**src/rtl/quad_div_pkg.sv**
```systemverilog
package quad_div_pkg;
  typedef enum logic {
    RATIO_DIV2 = 1'b0,
    RATIO_DIV4 = 1'b1
  } ratio_e;

  typedef struct packed {
    logic a;
    logic b;
  } quad_pair_t;
endpackage

```
**src/rtl/qd_sync.sv**
```systemverilog
module qd_sync #(
  parameter int WIDTH  = 2,
  parameter int STAGES = 2
) (
  input  logic             clk,
  input  logic             rst_n,
  input  logic [WIDTH-1:0] d,
  output logic [WIDTH-1:0] q
);
  logic [WIDTH-1:0] chain [STAGES];

  for (genvar g = 0; g < STAGES; g++) begin : g_flop
    if (g == 0) begin : g_first
      always_ff @(posedge clk or negedge rst_n) begin
        if (!rst_n) chain[g] <= '0;
        else        chain[g] <= d;
      end
    end else begin : g_next
      always_ff @(posedge clk or negedge rst_n) begin
        if (!rst_n) chain[g] <= '0;
        else        chain[g] <= chain[g-1];
      end
    end
  end

  assign q = chain[STAGES-1];
endmodule

```
**src/rtl/qd_stage.sv**
```systemverilog
module qd_stage
  import quad_div_pkg::*;
(
  input  logic       clk,
  input  logic       rst_n,
  input  quad_pair_t in_pair,
  input  logic       clr,
  input  logic       prev_on_clr,
  output quad_pair_t out_pair,
  output logic       evt
);
  logic a_q, a_nx;
  logic hi_q, hi_nx;
  logic lo_q, lo_nx;

  // an edge of the A line, either direction
  assign evt = in_pair.a ^ a_q;

  always_comb begin
    a_nx  = in_pair.a;
    hi_nx = hi_q;
    lo_nx = lo_q;
    if (clr) begin
      a_nx  = prev_on_clr;
      hi_nx = 1'b0;
      lo_nx = 1'b0;
    end else if (evt) begin
      if (in_pair.b) hi_nx = ~hi_q;
      else           lo_nx = ~lo_q;
    end
  end

  always_ff @(posedge clk or negedge rst_n) begin
    if (!rst_n) begin
      a_q  <= 1'b0;
      hi_q <= 1'b0;
      lo_q <= 1'b0;
    end else begin
      a_q  <= a_nx;
      hi_q <= hi_nx;
      lo_q <= lo_nx;
    end
  end

  assign out_pair.a = lo_q;
  assign out_pair.b = hi_q;
endmodule

```
**src/rtl/quad_rate_divider.sv**
```systemverilog
module quad_rate_divider
  import quad_div_pkg::*;
#(
  parameter int SYNC_STAGES = 2
) (
  input  logic clk,
  input  logic rst_n,
  input  logic enc_a,
  input  logic enc_b,
  input  logic div4_sel,
  output logic out_a,
  output logic out_b
);
  localparam int LINES = 2;

  logic [LINES-1:0] raw_s;
  logic             in_a_s, in_b_s;
  quad_pair_t       in_pair, half_pair, quarter_pair, pick_pair;
  logic             half_evt, quarter_evt;
  logic             synced_q, synced_nx, sync_now;
  ratio_e           ratio_q, ratio_nx;
  logic             ratio_en, stages_idle;
  logic             out_a_nx, out_b_nx;

  qd_sync #(.WIDTH(LINES), .STAGES(SYNC_STAGES)) u_sync (
    .clk (clk),
    .rst_n (rst_n),
    .d ({enc_a, enc_b}),
    .q (raw_s)
  );

  assign in_a_s    = raw_s[1];
  assign in_b_s    = raw_s[0];
  assign in_pair.a = in_a_s;
  assign in_pair.b = in_b_s;

  // one-time alignment: first both-high state after reset
  assign sync_now  = ~synced_q & in_a_s & in_b_s;
  assign synced_nx = synced_q | sync_now;

  qd_stage u_half (
    .clk (clk),
    .rst_n (rst_n),
    .in_pair (in_pair),
    .clr (sync_now),
    .prev_on_clr (in_a_s),
    .out_pair (half_pair),
    .evt (half_evt)
  );

  qd_stage u_quarter (
    .clk (clk),
    .rst_n (rst_n),
    .in_pair (half_pair),
    .clr (sync_now),
    .prev_on_clr (1'b0),
    .out_pair (quarter_pair),
    .evt (quarter_evt)
  );

  // ratio switch only at a common rest point of both stages
  assign stages_idle = (half_pair == '0) && (quarter_pair == '0) && !quarter_evt;
  assign ratio_en    = !synced_q || stages_idle;
  assign ratio_nx    = ratio_en ? ratio_e'(div4_sel) : ratio_q;

  always_comb begin
    pick_pair = (ratio_q == RATIO_DIV4) ? quarter_pair : half_pair;
    out_a_nx  = synced_q & pick_pair.a;
    out_b_nx  = synced_q & pick_pair.b;
  end

  always_ff @(posedge clk or negedge rst_n) begin
    if (!rst_n) begin
      synced_q <= 1'b0;
      ratio_q  <= RATIO_DIV2;
      out_a    <= 1'b0;
      out_b    <= 1'b0;
    end else begin
      synced_q <= synced_nx;
      ratio_q  <= ratio_nx;
      out_a    <= out_a_nx;
      out_b    <= out_b_nx;
    end
  end
endmodule

```
**config.mk**
```make
export PLATFORM = sky130hd
export DESIGN_NAME = quad_rate_divider
export DESIGN_NICKNAME = d
export VERILOG_FILES = /design/src/rtl/quad_div_pkg.sv /design/src/rtl/qd_sync.sv /design/src/rtl/qd_stage.sv /design/src/rtl/quad_rate_divider.sv
export SDC_FILE = /design/constraint.sdc
export NUM_CORES = 1
export LEC_CHECK = 0
export ABC_AREA = 1
export CAP_MARGIN = 30
export CORE_MARGIN = 4
export CORE_UTILIZATION = 40
export CTS_BUF_LIST = sky130_fd_sc_hd__clkbuf_16
export CTS_CLUSTER_DIAMETER = 150
export DETAILED_ROUTE_END_ITERATION = 6
export MAX_ROUTING_LAYER = met4
export PLACE_DENSITY_LB_ADDON = 0.15
export SLEW_MARGIN = 20
export SYNTH_ARGS = -nofsm -noshare
export SYNTH_HDL_FRONTEND = slang
export SYNTH_SLANG_ARGS = --single-unit
```
**constraint.sdc**
```tcl
create_clock -name clk -period 0.86 [get_ports clk]
set_input_delay 0.172 -clock clk [delete_from_list [all_inputs] [get_ports clk]]
set_output_delay 0.172 -clock clk [all_outputs]
set_load 0.03 [all_outputs]
```
[Word level (Yosys, flattened, before mapping)]
Cells that the tools add are included.
Widths: inputs -> output; s select.
Storage, ports and cells
  logic and storage cells: 55
  bits of input ports: 5
  output and inout bits: 2
  register bits after elaboration: 14
Cells by class
  equal/unequal tests: 2
  mux-type cells: 14
  bitwise gates (word level): 12
  reduce and logical (&&, ||, !) cells: 15
Operators with widths (count)
  $mux 1: 13
  $reduce_and 2->1: 4
  $reduce_bool 2->1: 4
  $not 1->1: 5
  $and 1x1->1: 4
  $logic_not 2->1: 2
  $ne 2x2->1 const B: 2
  $logic_and 1x1->1: 2
  $logic_not 1->1: 2
  $mux 2: 1
  $xor 1x1->1: 2
  $logic_or 1x1->1: 1
  $or 1x1->1: 1

[Depth between registers and ports, before layout]
Gate-level depths: netlist (run 1).
  word-level depth: 5
  depth in mapped cells: 6
  depth with buffers taken out: 6

[Modules after synthesis]
A second synthesis (run 1) with hierarchy kept.
Second synthesis, totals
  cell total of the unflattened synthesis: 84
  area total of the unflattened synthesis: 676.9 um2
Modules (own cells, without submodules)
  qd_stage: cells each 28, area an instance 191.4 um2, times used 2, seq. area each 75.1 um2
  quad_rate_divider: cells each 22, area an instance 178.9 um2, times used 1, seq. area each 100.1 um2
  qd_sync: cells each 6, area an instance 115.1 um2, times used 1, seq. area each 100.1 um2

[Worst setup path before layout (run 1)]
OpenSTA, ideal clock, no wires.
  path type: reg-to-reg
  start: reg synced_q
  end: reg u_half.lo_q
  stages on the path, launching flop included: 7
  data arrival time: 0.783 ns
  required time: 0.743 ns
  library setup time: 0.117 ns
  path slack: -0.040 ns
  buffers on the path: 0
  clock period less this slack: 0.900 ns
  cells stage by stage: dfrtp_1 inv_1 nand3_2 nand2_1 nand2_1 o21ai_1 inv_1
On the way
  word-level cells in the longest chain between the ends: 5
  elaborated cells on any way between the ends: 7
  classes of those cells: eq/ne: 1; mux: 1; bitwise: 3; reduce/logical: 2
Ends and longest elaborated chain
  start: declaration: RTL line quad_rate_divider.sv:20  | logic synced_q, synced_nx, sync_now;
  start signal: assignment: RTL line quad_rate_divider.sv:79  | synced_q <= synced_nx;
  $not 1->1 (*): RTL line quad_rate_divider.sv:38  | assign sync_now = ~synced_q & in_a_s & in_b_s;
  $and 1x1->1 (*) (2 in series): RTL line quad_rate_divider.sv:38
  $ne 2x2->1 (no line) / $reduce_bool 2->1 (equally long branches)
  $reduce_and 2->1 (no line)
  end signal: assignment: RTL line qd_stage.sv:41  | lo_q <= lo_nx;
  end: declaration: RTL line qd_stage.sv:14  | logic lo_q, lo_nx;
Mark *: on every way between the ends. The rest lies on a longest branch, timed or not.
A chain may end at the register's enable or synchronous reset.

[Final worst setup path (run 1)]
  start: reg u_sync.chain (netlist bit u_sync.q[1])
  end: reg u_half.lo_q
On the way
  word-level cells in the longest chain between the ends: 4
  elaborated cells on any way between the ends: 7
  classes of those cells: eq/ne: 1; mux: 1; bitwise: 3; reduce/logical: 2
Ends and longest elaborated chain
  start: declaration: RTL line qd_sync.sv:10  | logic [WIDTH-1:0] chain [STAGES];
  start signal: indexed assignment: RTL line qd_sync.sv:21  | else chain[g] <= chain[g-1];
  $and 1x1->1 (2 in series): RTL line quad_rate_divider.sv:38
  $ne 2x2->1 (no line) / $reduce_bool 2->1 (equally long branches)
  $reduce_and 2->1 (no line)
Several ways; a longest one is shown, not always the timed one.

==> flow_summary.json, run 1 <==
{
  "status": "finished, violations left",
  "violations": "setup timing",
  "syn-instance-count": 62,
  "place_hpwl_um": 694,
  "ant_nets": 0,
  "overflow": 0,
  "p_sw_frac": 0.3383,
  "finalMaxSlewViolations": 0,
  "cp-start-kind": "flop",
  "clock-sinks": 14,
  "portBuffers": 6,
  "start_util": 0.4269,
  "r2r_end": "u_half.lo_q$_DFFE_PN0P_",
  "cts_buffers": 3,
  "rr_worst_depth": 5,
  "hold_path.class": "primary input to asynchronous set/reset pin",
  "wire_per_inst_um": 14.36,
  "cts_buffer_depth": 2,
  "dieArea_um2": 2049,
  "tightest_slew_ns": 0.2069,
  "slew_headroom": 0.8606,
  "synth_cell_types": 12,
  "r2r_slack_ns": -0.11,
  "dp_slack_ns": -0.08817,
  "seqPwrFrac": 0.375,
  "startpoint": "u_sync.q[1]$_DFF_PN0_",
  "final_cells": 95,
  "rr_startpoint": "u_sync.q[1]$_DFF_PN0_",
  "p_leak_uw": 0.0004361,
  "fp.dieH_um": 45.27,
  "wl_mm": 1.364,
  "grt_pass1_wl_mm": 2.042,
  "cp.arrival_ns": 1.10,
  "endpoint": "u_half.lo_q$_DFFE_PN0P_",
  "synth_area_per_cell_um2": 8.960,
  "via_count": 477,
  "clockRootBuffer": "clkbuf_16",
  "final_util": 0.6577,
  "layout_commonest_cell": "dfrtp_1",
  "yosys-mux-area-fraction": 0,
  "dpl.cell_count": 88,
  "netlist_area_um2": 555.5,
  "yosys.area_share.simple": 0.2432,
  "clkLatencyLatePin_ns": 0.24,
  "cts_tree": "built",
  "synth_top_family_by_area": "simple AND/OR/NAND/NOR gates",
  "ys.warnings.count": 0,
  "antenna_found_initial": 0,
  "grt_pass1_vias": 451,
  "synthXorXnorAreaFrac": 0,
  "rsz0062_at_grt": "true",
  "finClkSkew_ns": 0.002072,
  "core_region_area_um2": 1301,
  "pwr-share-comb": 0.312,
  "synth_nets": 67,
  "nets": 86,
  "max-vdd-ir-drop_mv": 1.711,
  "hold_buffers": 0,
  "seq_area_frac_synth": 0.6306,
  "synth-seq-cells": 14,
  "mostFrequentLayoutCells": "dfrtp_1 (12), nand2_1 (10), inv_1 (8)",
  "fin_crit_ns": 0.9691,
  "switching_power_uw": 937.5,
  "fmaxAchievable_ghz": 1.032,
  "cts_max_level": 1,
  "pin_count": 7,
  "firstDrtPassIters": 4,
  "fin_crit_sh": 1.127,
  "finalSetupViolCount": 8,
  "diodes": 0,
  "drc_errors": 0,
  "p_int_uw": 1834,
  "power.density_nw_per_um2": 3238,
  "required_ns": 0.99,
  "drt-initial-drc-count": 12,
  "clkTransAtPathRegs_ns": 0.05,
  "rows": 13,
  "synthAdderAreaFrac": 0,
  "finalWorstSetupSlack_ns": -0.1091,
  "clkPwrFrac": 0.313,
  "gp_congestion": 0.7690,
  "fp.dieW_um": 45.27,
  "cap_violations": 0,
  "hold_ws_ns": 0.2592,
  "grt_max_degree": 15,
  "hold_viol": 0,
  "synth-compound-area-share": 0.04505,
  "drt-vias-per-instance": 5.021,
  "crit_path_max_fanout": 4,
  "groute.usage.overall": 0.1491,
  "crit_path_end_kind": "flop",
  "area_growth_pct": 54.05,
  "crit_type": "flop to flop",
  "drive_gt1_frac": 0.4500
}
==> worst min-delay path by stage <==
stage	from	to	slack, ns
floorplan	rst_n	out_a$_DFF_PN0_	-0.12
global placement	u_sync.chain[3]$_DFF_PN0_	u_sync.q[1]$_DFF_PN0_	0.33
detailed placement	u_sync.chain[3]$_DFF_PN0_	u_sync.q[1]$_DFF_PN0_	0.34
CTS	rst_n	u_half.hi_q$_DFFE_PN0P_	0.27
global route	rst_n	u_half.hi_q$_DFFE_PN0P_	0.28
finish	rst_n	out_b$_DFF_PN0_	0.26
==> timing repair <==
| item | in CTS | in global routing |
|---|---|---|
| buffers inserted | 1 | 2 |
| endpoints found under the hold margin | 0 | 0 |
| setup endpoints to repair | 7 | 9 |
| pin swaps | 8 | 2 |
| resized for setup | 15 | 10 |
==> cells in the mapped netlist (all sizes together) <==
master	number	area, um2
nand4	1	6.260
a21oi	2	10.01
nand3	7	40.04
dfrtp	14	350.3
nand2	16	62.56
inv	12	45.04
o21ai	3	15.01
nor2	7	26.28
==> worst max-delay path, stage by stage (launching register included) <==
cell and delay (ns):
dfrtp_1 0.41, inv_1 0.07, nand2_2 0.11, nand3_4 0.10
o21ai_2 0.12, inv_1 0.05
==> area by class of cell <==
class	count	area, um2
fill	103	445.4
timing repair buffer	14	138.9
clock buffer	3	75.07
inverter	12	45.04
clock inverter	1	3.754
multi-input combinational	36	221.5
sequential	14	352.8
tap	15	18.77
==> through the flow <==
step	TNS (ns)	total power, uW	area [um2]
final	-0.5313	2771	855.8
after global routing	-0.8548	2887	855.8
after CTS	-0.4020	2643	813.3
after detailed placement	-0.1629	1625	679.4
after global placement	-0.1324	1612	679.4
after floorplan	-0.04026	1374	555.5
==> routing by layer <==
layer | wire, um | global-route usage | part of all wire | up-vias
li1 | - | - | - | 225
met4 | 25 | 0.06433 | 0.018 | 0
met1 | 545 | 0.1734 | 0.40 | 230
met5 | 0 | - | 0 | -
met3 | 80 | 0.03984 | 0.059 | 6
met2 | 713 | 0.2401 | 0.52 | 16
==> cells by family (layout without fill, tap and decap cells) <==
| logic type | count (synthesis) | in the layout |
|---|---|---|
| compound gates | 5 | 5 |
| flops | 14 | 14 |
| buf+inv | 12 | 30 |
| simple gates | 31 | 31 |
==> power groups by stage <==
stage	clock network (uW)	logic (uW)	registers (uW)
after global placement	0	648	964
after global routing	916	925	1050
after floorplan	0	328	1050
after detailed placement	0	658	966
final	868	865	1040
after CTS	874	784	985
Note: power is estimated with default switching activity, not from simulation.
==> inputs of run 2 (changes only) <==
--- a/config.mk
+++ b/config.mk
@@ -14,7 +14,6 @@
 export DETAILED_ROUTE_END_ITERATION = 6
 export MAX_ROUTING_LAYER = met4
 export PLACE_DENSITY_LB_ADDON = 0.15
-export SLEW_MARGIN = 20
 export SYNTH_ARGS = -nofsm -noshare
 export SYNTH_HDL_FRONTEND = slang
 export SYNTH_SLANG_ARGS = --single-unit
==> results of run 2 <==
Same layout as run 1: the final DEF is identical, and so are final timing and power.
